## src/rtl/octtmr_pkg.sv

```systemverilog
`timescale 1ns/1ps
package octtmr_pkg;
   // one control nibble, MSB first
   typedef struct packed {
      logic pulse;
      logic ovf_ie;
      logic ext_clk;
      logic run;
   } tmr_nib_t;

   typedef enum logic [1:0] {
      FLD_COUNT  = 2'd0,
      FLD_RELOAD = 2'd1,
      FLD_MATCHA = 2'd2,
      FLD_MATCHB = 2'd3
   } tmr_fld_e;
endpackage

```

## src/rtl/octtmr_decode.sv

```systemverilog
`timescale 1ns/1ps
module octtmr_decode #(
   parameter int NUM_CH = 8,
   parameter int ADDR_W = 12
) (
   input  logic [ADDR_W-1:0] addr,
   output logic              ch_hit,
   output logic [3:0]        ch_sel,
   output logic [1:0]        fld,
   output logic              ctrl_hit,
   output logic              ctrl2_hit
);
   localparam int LOW_SLOTS = 3;   // slots below the control word
   localparam int CTRL_SLOT = 3;

   logic       upper_zero;
   logic [3:0] slot;

   generate
      if (ADDR_W > 8) begin : g_wide
         assign upper_zero = (addr[ADDR_W-1:8] == '0);
      end else begin : g_narrow
         assign upper_zero = 1'b1;
      end
   endgenerate

   assign slot = addr[7:4];
   assign fld  = addr[3:2];

   always_comb begin
      ch_hit    = 1'b0;
      ch_sel    = '0;
      ctrl_hit  = 1'b0;
      ctrl2_hit = 1'b0;
      if (upper_zero && addr[1:0] == 2'b00) begin
         if (int'(slot) < LOW_SLOTS) begin
            ch_hit = 1'b1;
            ch_sel = slot;
         end else if (int'(slot) == CTRL_SLOT) begin
            ctrl_hit  = (fld == 2'd0);
            ctrl2_hit = (fld == 2'd1);
         end else if (int'(slot) <= NUM_CH) begin
            ch_hit = 1'b1;
            ch_sel = slot - 4'd1;
         end
      end
   end
endmodule

```

## src/rtl/octtmr_chan.sv

```systemverilog
`timescale 1ns/1ps
module octtmr_chan #(
   parameter int DW = 32
) (
   input  logic          clk,
   input  logic          rst_n,
   input  logic          run_q,
   input  logic          ext_q,
   input  logic          ovf_q,
   input  logic          ctrl_wr,
   input  logic          run_d,
   input  logic          tick_slow,
   input  logic          tick_fast,
   input  logic          wr_cnt,
   input  logic          wr_rld,
   input  logic          wr_ma,
   input  logic          wr_mb,
   input  logic [DW-1:0] wdata,
   output logic [DW-1:0] cnt,
   output logic [DW-1:0] rld,
   output logic [DW-1:0] ma,
   output logic [DW-1:0] mb,
   output logic          irq
);
   logic tick, stop, qual;

   assign tick = ext_q ? tick_slow : tick_fast;
   assign stop = ctrl_wr & run_q & ~run_d;
   assign qual = ovf_q | (ma == '0) | (mb == '0);

   always_ff @(posedge clk) begin
      if (!rst_n) begin
         cnt <= '0;
         rld <= '0;
         ma  <= '0;
         mb  <= '0;
         irq <= 1'b0;
      end else begin
         if (wr_ma && wdata == '0) ma <= wdata;
         if (wr_mb && wdata == '0) mb <= wdata;
         if (wr_rld) rld <= wdata;
         if (stop) begin
            cnt <= rld;
         end else if (wr_rld) begin
            cnt <= wdata;
         end else if (wr_cnt && run_q) begin
            cnt <= wdata;
         end else if (run_q && tick) begin
            if (cnt == '0) begin
               cnt <= rld;
            end else begin
               cnt <= cnt - 1'b1;
               if (cnt == DW'(1) && qual) irq <= ~irq;
            end
         end
      end
   end
endmodule

```

## src/rtl/octa_down_timer.sv

```systemverilog
`timescale 1ns/1ps
module octa_down_timer #(
   parameter int NUM_CH      = 8,
   parameter int DW          = 32,
   parameter int ADDR_W      = 12,
   parameter int PULSE_FIRST = 4
) (
   input  logic              clk,
   input  logic              rst_n,
   input  logic [ADDR_W-1:0] bus_addr,
   input  logic              bus_we,
   input  logic [DW-1:0]     bus_wdata,
   output logic [DW-1:0]     bus_rdata,
   input  logic              tick_slow,
   input  logic              tick_fast,
   output logic [NUM_CH-1:0] irq,
   output logic [NUM_CH-1:0] pulse_mode
);
   import octtmr_pkg::*;

   localparam int NIB_W  = 4;
   localparam int CTRL_W = NUM_CH * NIB_W;

   generate
      if (NUM_CH < 4 || NUM_CH > 8) begin : g_bad_ch
         $error("NUM_CH must lie in 4..8");
      end
      if (DW < CTRL_W) begin : g_bad_dw
         $error("DW must hold every control nibble");
      end
      if (ADDR_W < 8) begin : g_bad_aw
         $error("ADDR_W must cover the register window");
      end
   endgenerate

   logic                        ch_hit, ctrl_hit, ctrl2_hit;
   logic [3:0]                  ch_sel;
   logic [1:0]                  fld;
   logic [CTRL_W-1:0]           ctrl_q;
   logic [DW-1:0]               ctrl2_q;
   logic                        ctrl_wr;
   logic [NUM_CH-1:0][DW-1:0]   cnt_v, rld_v, ma_v, mb_v;
   tmr_nib_t                    nib_q [NUM_CH];
   tmr_nib_t                    nib_d [NUM_CH];

   octtmr_decode #(.NUM_CH(NUM_CH), .ADDR_W(ADDR_W)) dec_i (
      .addr(bus_addr), .ch_hit(ch_hit), .ch_sel(ch_sel), .fld(fld),
      .ctrl_hit(ctrl_hit), .ctrl2_hit(ctrl2_hit)
   );

   assign ctrl_wr = bus_we & ctrl_hit;

   always_ff @(posedge clk) begin
      if (!rst_n) begin
         ctrl_q  <= '0;
         ctrl2_q <= '0;
      end else begin
         if (ctrl_wr) ctrl_q <= bus_wdata[CTRL_W-1:0];
         if (bus_we && ctrl2_hit) ctrl2_q <= bus_wdata;
      end
   end

   for (genvar i = 0; i < NUM_CH; i++) begin : g_ch
      logic here;
      assign nib_q[i] = tmr_nib_t'(ctrl_q[i*NIB_W +: NIB_W]);
      assign nib_d[i] = tmr_nib_t'(bus_wdata[i*NIB_W +: NIB_W]);
      assign here     = bus_we & ch_hit & (ch_sel == 4'(i));

      octtmr_chan #(.DW(DW)) chan_i (
         .clk(clk), .rst_n(rst_n),
         .run_q(nib_q[i].run), .ext_q(nib_q[i].ext_clk), .ovf_q(nib_q[i].ovf_ie),
         .ctrl_wr(ctrl_wr), .run_d(nib_d[i].run),
         .tick_slow(tick_slow), .tick_fast(tick_fast),
         .wr_cnt(here && tmr_fld_e'(fld) == FLD_COUNT),
         .wr_rld(here && tmr_fld_e'(fld) == FLD_RELOAD),
         .wr_ma(here && tmr_fld_e'(fld) == FLD_MATCHA),
         .wr_mb(here && tmr_fld_e'(fld) == FLD_MATCHB),
         .wdata(bus_wdata),
         .cnt(cnt_v[i]), .rld(rld_v[i]), .ma(ma_v[i]), .mb(mb_v[i]),
         .irq(irq[i])
      );

      if (i >= PULSE_FIRST) begin : g_pulse
         assign pulse_mode[i] = nib_q[i].run & nib_q[i].pulse;
      end else begin : g_no_pulse
         assign pulse_mode[i] = 1'b0;
      end
   end

   always_comb begin
      bus_rdata = '0;
      if (ctrl_hit) begin
         bus_rdata = DW'(ctrl_q);
      end else if (ctrl2_hit) begin
         bus_rdata = ctrl2_q;
      end else if (ch_hit) begin
         for (int k = 0; k < NUM_CH; k++) begin
            if (ch_sel == 4'(k)) begin
               case (tmr_fld_e'(fld))
                  FLD_COUNT:  bus_rdata = cnt_v[k];
                  FLD_RELOAD: bus_rdata = rld_v[k];
                  FLD_MATCHA: bus_rdata = ma_v[k];
                  default:    bus_rdata = mb_v[k];
               endcase
            end
         end
      end
   end
endmodule

```

## config.mk

```make
export PLATFORM = sky130hd
export DESIGN_NAME = octa_down_timer
export DESIGN_NICKNAME = d
export VERILOG_FILES = /design/src/rtl/octtmr_pkg.sv /design/src/rtl/octtmr_decode.sv /design/src/rtl/octtmr_chan.sv /design/src/rtl/octa_down_timer.sv
export SDC_FILE = /design/constraint.sdc
export NUM_CORES = 2
export LEC_CHECK = 0
export BUFFER_PORTS_ARGS = -buffer_cell sky130_fd_sc_hd__buf_2
export CORE_MARGIN = 2
export CORE_UTILIZATION = 55
export CTS_CLUSTER_DIAMETER = 120
export DETAILED_ROUTE_END_ITERATION = 8
export PLACE_DENSITY = 0.74
export SYNTH_ARGS = -nofsm -noshare
export SYNTH_HDL_FRONTEND = slang
export SYNTH_HIERARCHICAL = 1
export SYNTH_SLANG_ARGS = --single-unit
export TNS_END_PERCENT = 20
```

## constraint.sdc

```tcl
create_clock -name clk -period 4.1 [get_ports clk]
set_input_delay 0.41 -clock clk [delete_from_list [all_inputs] [get_ports clk]]
set_output_delay 0.41 -clock clk [all_outputs]
set_load 0.05 [all_outputs]
```

==> report_table.html <==
<table>
<tr><th>Metric</th><th>Value</th></tr>
<tr><th colspan="2">Critical path</th></tr>
<tr><td>Kind of start point of the critical path</td><td>input port</td></tr>
<tr><td>Critical Path AT</td><td>3760 ps</td></tr>
<tr><td>Required time of the critical path</td><td>3690 ps</td></tr>
<tr><td>Cell-by-cell listing of the critical path</td><td>buf_2 -&gt; inv_1 -&gt; ha_1 -&gt; nand3b_4 -&gt; nor2_1 -&gt; o31a_2 -&gt; buf_4 -&gt; nand2_1 -&gt; buf_4 -&gt; nor3_4 -&gt; buf_12 -&gt; a22oi_1 -&gt; nand4_1 -&gt; a221o_1 -&gt; buf_2</td></tr>
<tr><td>Biggest fanout along the worst timing path</td><td>26</td></tr>
<tr><td>Worst reg2reg startpoint</td><td>g_ch[4].chan_i/cnt[2]</td></tr>
<tr><td>Worst-path cell with the longest stage delay</td><td>a22oi_1</td></tr>
<tr><td>CP startpoint</td><td>bus_addr[4]</td></tr>
<tr><td>Critical Path Sink Type</td><td>output port</td></tr>
<tr><td>Worst stage delay on the critical path</td><td>580 ps</td></tr>
<tr><td>Worst setup path class</td><td>input port to output port</td></tr>
<tr><th colspan="2">Drt</th></tr>
<tr><td>Length of the first detailed-routing pass in iterations</td><td>9</td></tr>
<tr><td>Initial detailed-routing violation count</td><td>8,854</td></tr>
<tr><td>Overall via count from detail_route</td><td>54,600</td></tr>
<tr><td>Vias per cell</td><td>7.13</td></tr>
<tr><td>Detailed-route wire length per cell</td><td>33.1 um</td></tr>
<tr><td>Detailed-route DRC error count</td><td>0</td></tr>
<tr><td>Post-DRT Antenna Nets</td><td>0</td></tr>
<tr><td>Final WL</td><td>253 mm</td></tr>
<tr><th colspan="2">Clocking</th></tr>
<tr><td>Clock tree from TritonCTS</td><td>yes</td></tr>
<tr><td>Number of clock buffers inserted by TritonCTS</td><td>~120</td></tr>
<tr><td>Number of H-tree levels</td><td>3</td></tr>
<tr><td>Largest buffer count on any clock path</td><td>3</td></tr>
<tr><td>Clk Tree Root Cell</td><td>clkbuf_16</td></tr>
<tr><td>Clk pin slew, worst setup/hold paths</td><td>60 ps</td></tr>
<tr><td>Sinks on the clock net</td><td>1,096</td></tr>
<tr><td>Number of setup buffers added after CTS</td><td>0</td></tr>
<tr><td>Hold-fix buffers, CTS</td><td>0</td></tr>
<tr><td>Clock latency on the worst-skew pair</td><td>730 ps</td></tr>
<tr><th colspan="2">Cells and area</th></tr>
<tr><td>Area growth, synth to finish</td><td>13.6%</td></tr>
<tr><td>Final design instance area without fill</td><td>about 0.064 mm^2</td></tr>
<tr><td>Most frequent standard cell in the layout excluding fill and tap cells</td><td>dfxtp_1</td></tr>
<tr><td>Commonest non-fill, non-tap cells in the layout</td><td>1,096 x dfxtp_1, 608 x nor2_1, 538 x and2_1</td></tr>
<tr><td>Number of nets in the layout</td><td>approximately 6,200</td></tr>
<tr><td>Post-route core utilization</td><td>62.9%</td></tr>
<tr><td>Proportion of layout cells with a drive suffix above 1</td><td>between 10% and 20%</td></tr>
<tr><th colspan="2">Synth</th></tr>
<tr><td>Share of async-settable or async-resettable flops after synthesis</td><td>0%</td></tr>
<tr><td>Mapped Area</td><td>0.0563 mm^2</td></tr>
<tr><td>Mean post-synth cell area</td><td>roughly 9.3 um^2</td></tr>
<tr><td>Share of the yosys chip area belonging to registers</td><td>between 30% and 40%</td></tr>
<tr><td>Commonest register cell after synthesis</td><td>dfxtp_1</td></tr>
<tr><td>Number of flops mapped to enable cells by yosys</td><td>0</td></tr>
<tr><td>Number of different library cells in the post-synthesis netlist</td><td>76</td></tr>
<tr><td>Warning count from the yosys run</td><td>6</td></tr>
<tr><td>Flip-flop and latch count after synthesis</td><td>1,096</td></tr>
<tr><td>Post-Syn Instances</td><td>around 6,000</td></tr>
<tr><th colspan="2">Power and ir drop</th></tr>
<tr><td>Static leakage</td><td>about 24 nW</td></tr>
<tr><td>Pwr dens</td><td>between 300 and 400 mW/mm^2</td></tr>
<tr><td>Worst voltage drop across the vdd grid</td><td>0.377 mV</td></tr>
<tr><td>Post-layout total power</td><td>23.2 mW</td></tr>
<tr><th colspan="2">Placement</th></tr>
<tr><td>Placed Area</td><td>0.0597 mm^2</td></tr>
<tr><td>Port buffer count</td><td>between 90 and 100</td></tr>
<tr><td>Last weighted congestion value of the routability-driven placer</td><td>1.02</td></tr>
<tr><td>Total half-perimeter wirelength after legalization and detailed placement</td><td>182 mm</td></tr>
<tr><td>Pre-CTS setup slack</td><td>-421 ps</td></tr>
<tr><th colspan="2">STA</th></tr>
<tr><td>Skew final</td><td>approximately 29 ps</td></tr>
<tr><td>Setup total negative slack</td><td>-89.0 ps</td></tr>
<tr><td>Normalized max-slew margin</td><td>13.0%</td></tr>
<tr><td>Final setup violation count</td><td>3</td></tr>
<tr><td>Pins Over Slew Limit</td><td>0</td></tr>
<tr><td>RSZ-0062 raised after global routing</td><td>no</td></tr>
<tr><td>Final critical path time including I/O delays and setup</td><td>between 4000 and 5000 ps</td></tr>
<tr><td>Fin crit share</td><td>102%</td></tr>
<tr><td>Count of endpoints failing hold in the final timing report</td><td>0</td></tr>
<tr><td>Worst-case setup margin in the final layout</td><td>-72.6 ps</td></tr>
<tr><td>Slew @ Worst Pin</td><td>1300 ps</td></tr>
<tr><td>FMAX</td><td>between 0.2 and 0.25 GHz</td></tr>
<tr><th colspan="2">Outcome</th></tr>
<tr><td>Outcome</td><td>complete, but fails checks</td></tr>
<tr><td>Failing checks</td><td>negative setup slack</td></tr>
<tr><th colspan="2">Floorplan</th></tr>
<tr><td>Num ports</td><td>97</td></tr>
<tr><td>Number of rows in the core area</td><td>around 120</td></tr>
<tr><td>Height of the chip</td><td>roughly 320 um</td></tr>
<tr><td>Die outline area</td><td>0.105 mm^2</td></tr>
<tr><td>Die width</td><td>324 um</td></tr>
<tr><td>Initial cell density of the core</td><td>55.4%</td></tr>
<tr><td>Placeable core area</td><td>0.102 mm^2</td></tr>
<tr><th colspan="2">Global routing</th></tr>
<tr><td>First-pass GRT wire length</td><td>about 360 mm</td></tr>
<tr><td>Via count of the first global-routing pass</td><td>49,400</td></tr>
<tr><td>Overall routing resource usage</td><td>47.3%</td></tr>
<tr><td>Total grt overflow</td><td>0</td></tr>
<tr><td>Initial antenna violation count</td><td>26</td></tr>
<tr><td>Largest net degree at the start of global routing</td><td>90</td></tr>
<tr><th colspan="2">Worst hold path</th></tr>
<tr><td>Worst min path class</td><td>input port to flip-flop</td></tr>
<tr><td>Hold path startpoint</td><td>rst_n</td></tr>
<tr><th colspan="2">Job</th></tr>
<tr><td>Max-capacitance violation count</td><td>0</td></tr>
</table>
==> registers in the layout, summed over array words and instances, names as in the netlist <==
register,flops
g_ch.chan_i/mb,256
ctrl2_q,32
g_ch.chan_i/ma,256
g_ch.chan_i/irq,8
g_ch.chan_i/cnt,256
ctrl_q,32
g_ch.chan_i/rld,256
==> timing repair <==
| item | in CTS | in global routing |
|---|---|---|
| endpoints found under the setup margin | 14 | 11 |
| resized for setup | 9 | 7 |
| gates cloned | 0 | 0 |
==> final timing paths <==
kind,to,slack (ps),depth (start not counted)
setup / recovery,bus_rdata[28],-70,15
hold / removal,g_ch[7].chan_i/cnt[12],170,3
setup reg to reg,g_ch[4].chan_i/cnt[25],920,6
hold reg to reg,ctrl2_q[8],460,2
==> per-layer routing <==
layer	routed length, um	up-vias	GRT usage (%)
li1	-	23100	-
met1	95100	26400	62.5
met2	102000	4096	65.5
met3	34900	933	14.9
met4	21600	28	32.9
met5	190	-	0
==> cell type report <==
cell class                 instances  area [um^2]
tap                             1368         1710
inverter                          39          146
antenna                           11         27.5
multi-input combinational       4462        32400
clock inverter                    51          732
timing repair buffer             466         3610
fill                            8550        37600
sequential                      1096        21900
clock buffer                     163         3400
==> cell usage after synthesis (25+ instances only) <==
library cell | n | area [um^2]
dfxtp_1 | 1096 | 21900
nor2_1 | 617 | 2320
and2_1 | 538 | 3370
nand2_1 | 500 | 1880
clkbuf_1 | 322 | 1210
mux2i_1 | 298 | 2980
nor4_1 | 269 | 1680
mux4_2 | 226 | 5090
o211ai_1 | 145 | 1090
a21oi_1 | 142 | 711
o21ai_0 | 130 | 651
o221ai_1 | 130 | 1140
nand3_1 | 100 | 500
a31oi_1 | 96 | 601
o22ai_1 | 91 | 569
xor2_1 | 88 | 771
nand4_1 | 87 | 544
a22oi_1 | 67 | 503
a21boi_0 | 64 | 480
a222oi_1 | 56 | 561
nor3_1 | 52 | 260
or3_1 | 51 | 319
a211oi_1 | 48 | 360
or4_1 | 48 | 360
xnor2_1 | 48 | 420
or2_2 | 42 | 263
o31ai_1 | 41 | 308
buf_6 | 38 | 428
buf_1 | 33 | 124
and3_1 | 32 | 200
inv_1 | 31 | 116
buf_2 | 30 | 150
mux2_2 | 29 | 327
nor4b_1 | 25 | 219
==> critical path, delay by kind of cell <==
kind / cells / cell delay (ps)
AOI/OAI and AO/OA: 3 / 1470
buffers and inverters: 6 / 1040
and+or+nand+nor: 5 / 560
adders and majority gates: 1 / 240
==> kinds of logic after synthesis <==
group           synth area share (%)
fa+ha+maj                      0.422
flops                           39.0
buf+inv                         3.93
mux                             15.1
other cells                  0.00666
compound gates                  16.3
simple gates                    23.2
xor+xnor                        2.12
==> power by group <==
| group | switching (mW) | internal [mW] |
|---|---|---|
| Combinational | 0.862 | 0.265 |
| Clock | 4.66 | 6.78 |
| Sequential | 0.00105 | 10.6 |
| Total | 5.53 | 17.7 |
==> stage by stage <==
| step | std cells | hold WS [ps] |
|---|---|---|
| 3_5_place_dp | 7431 | 453 |
| 5_1_grt | 7645 | 162 |
| 6_report | 7656 | 166 |
| 2_1_floorplan | 6040 | 439 |
| 4_1_cts | 7645 | 145 |
| 3_3_place_gp | 7431 | 445 |
(Power assumes the default switching activity.)
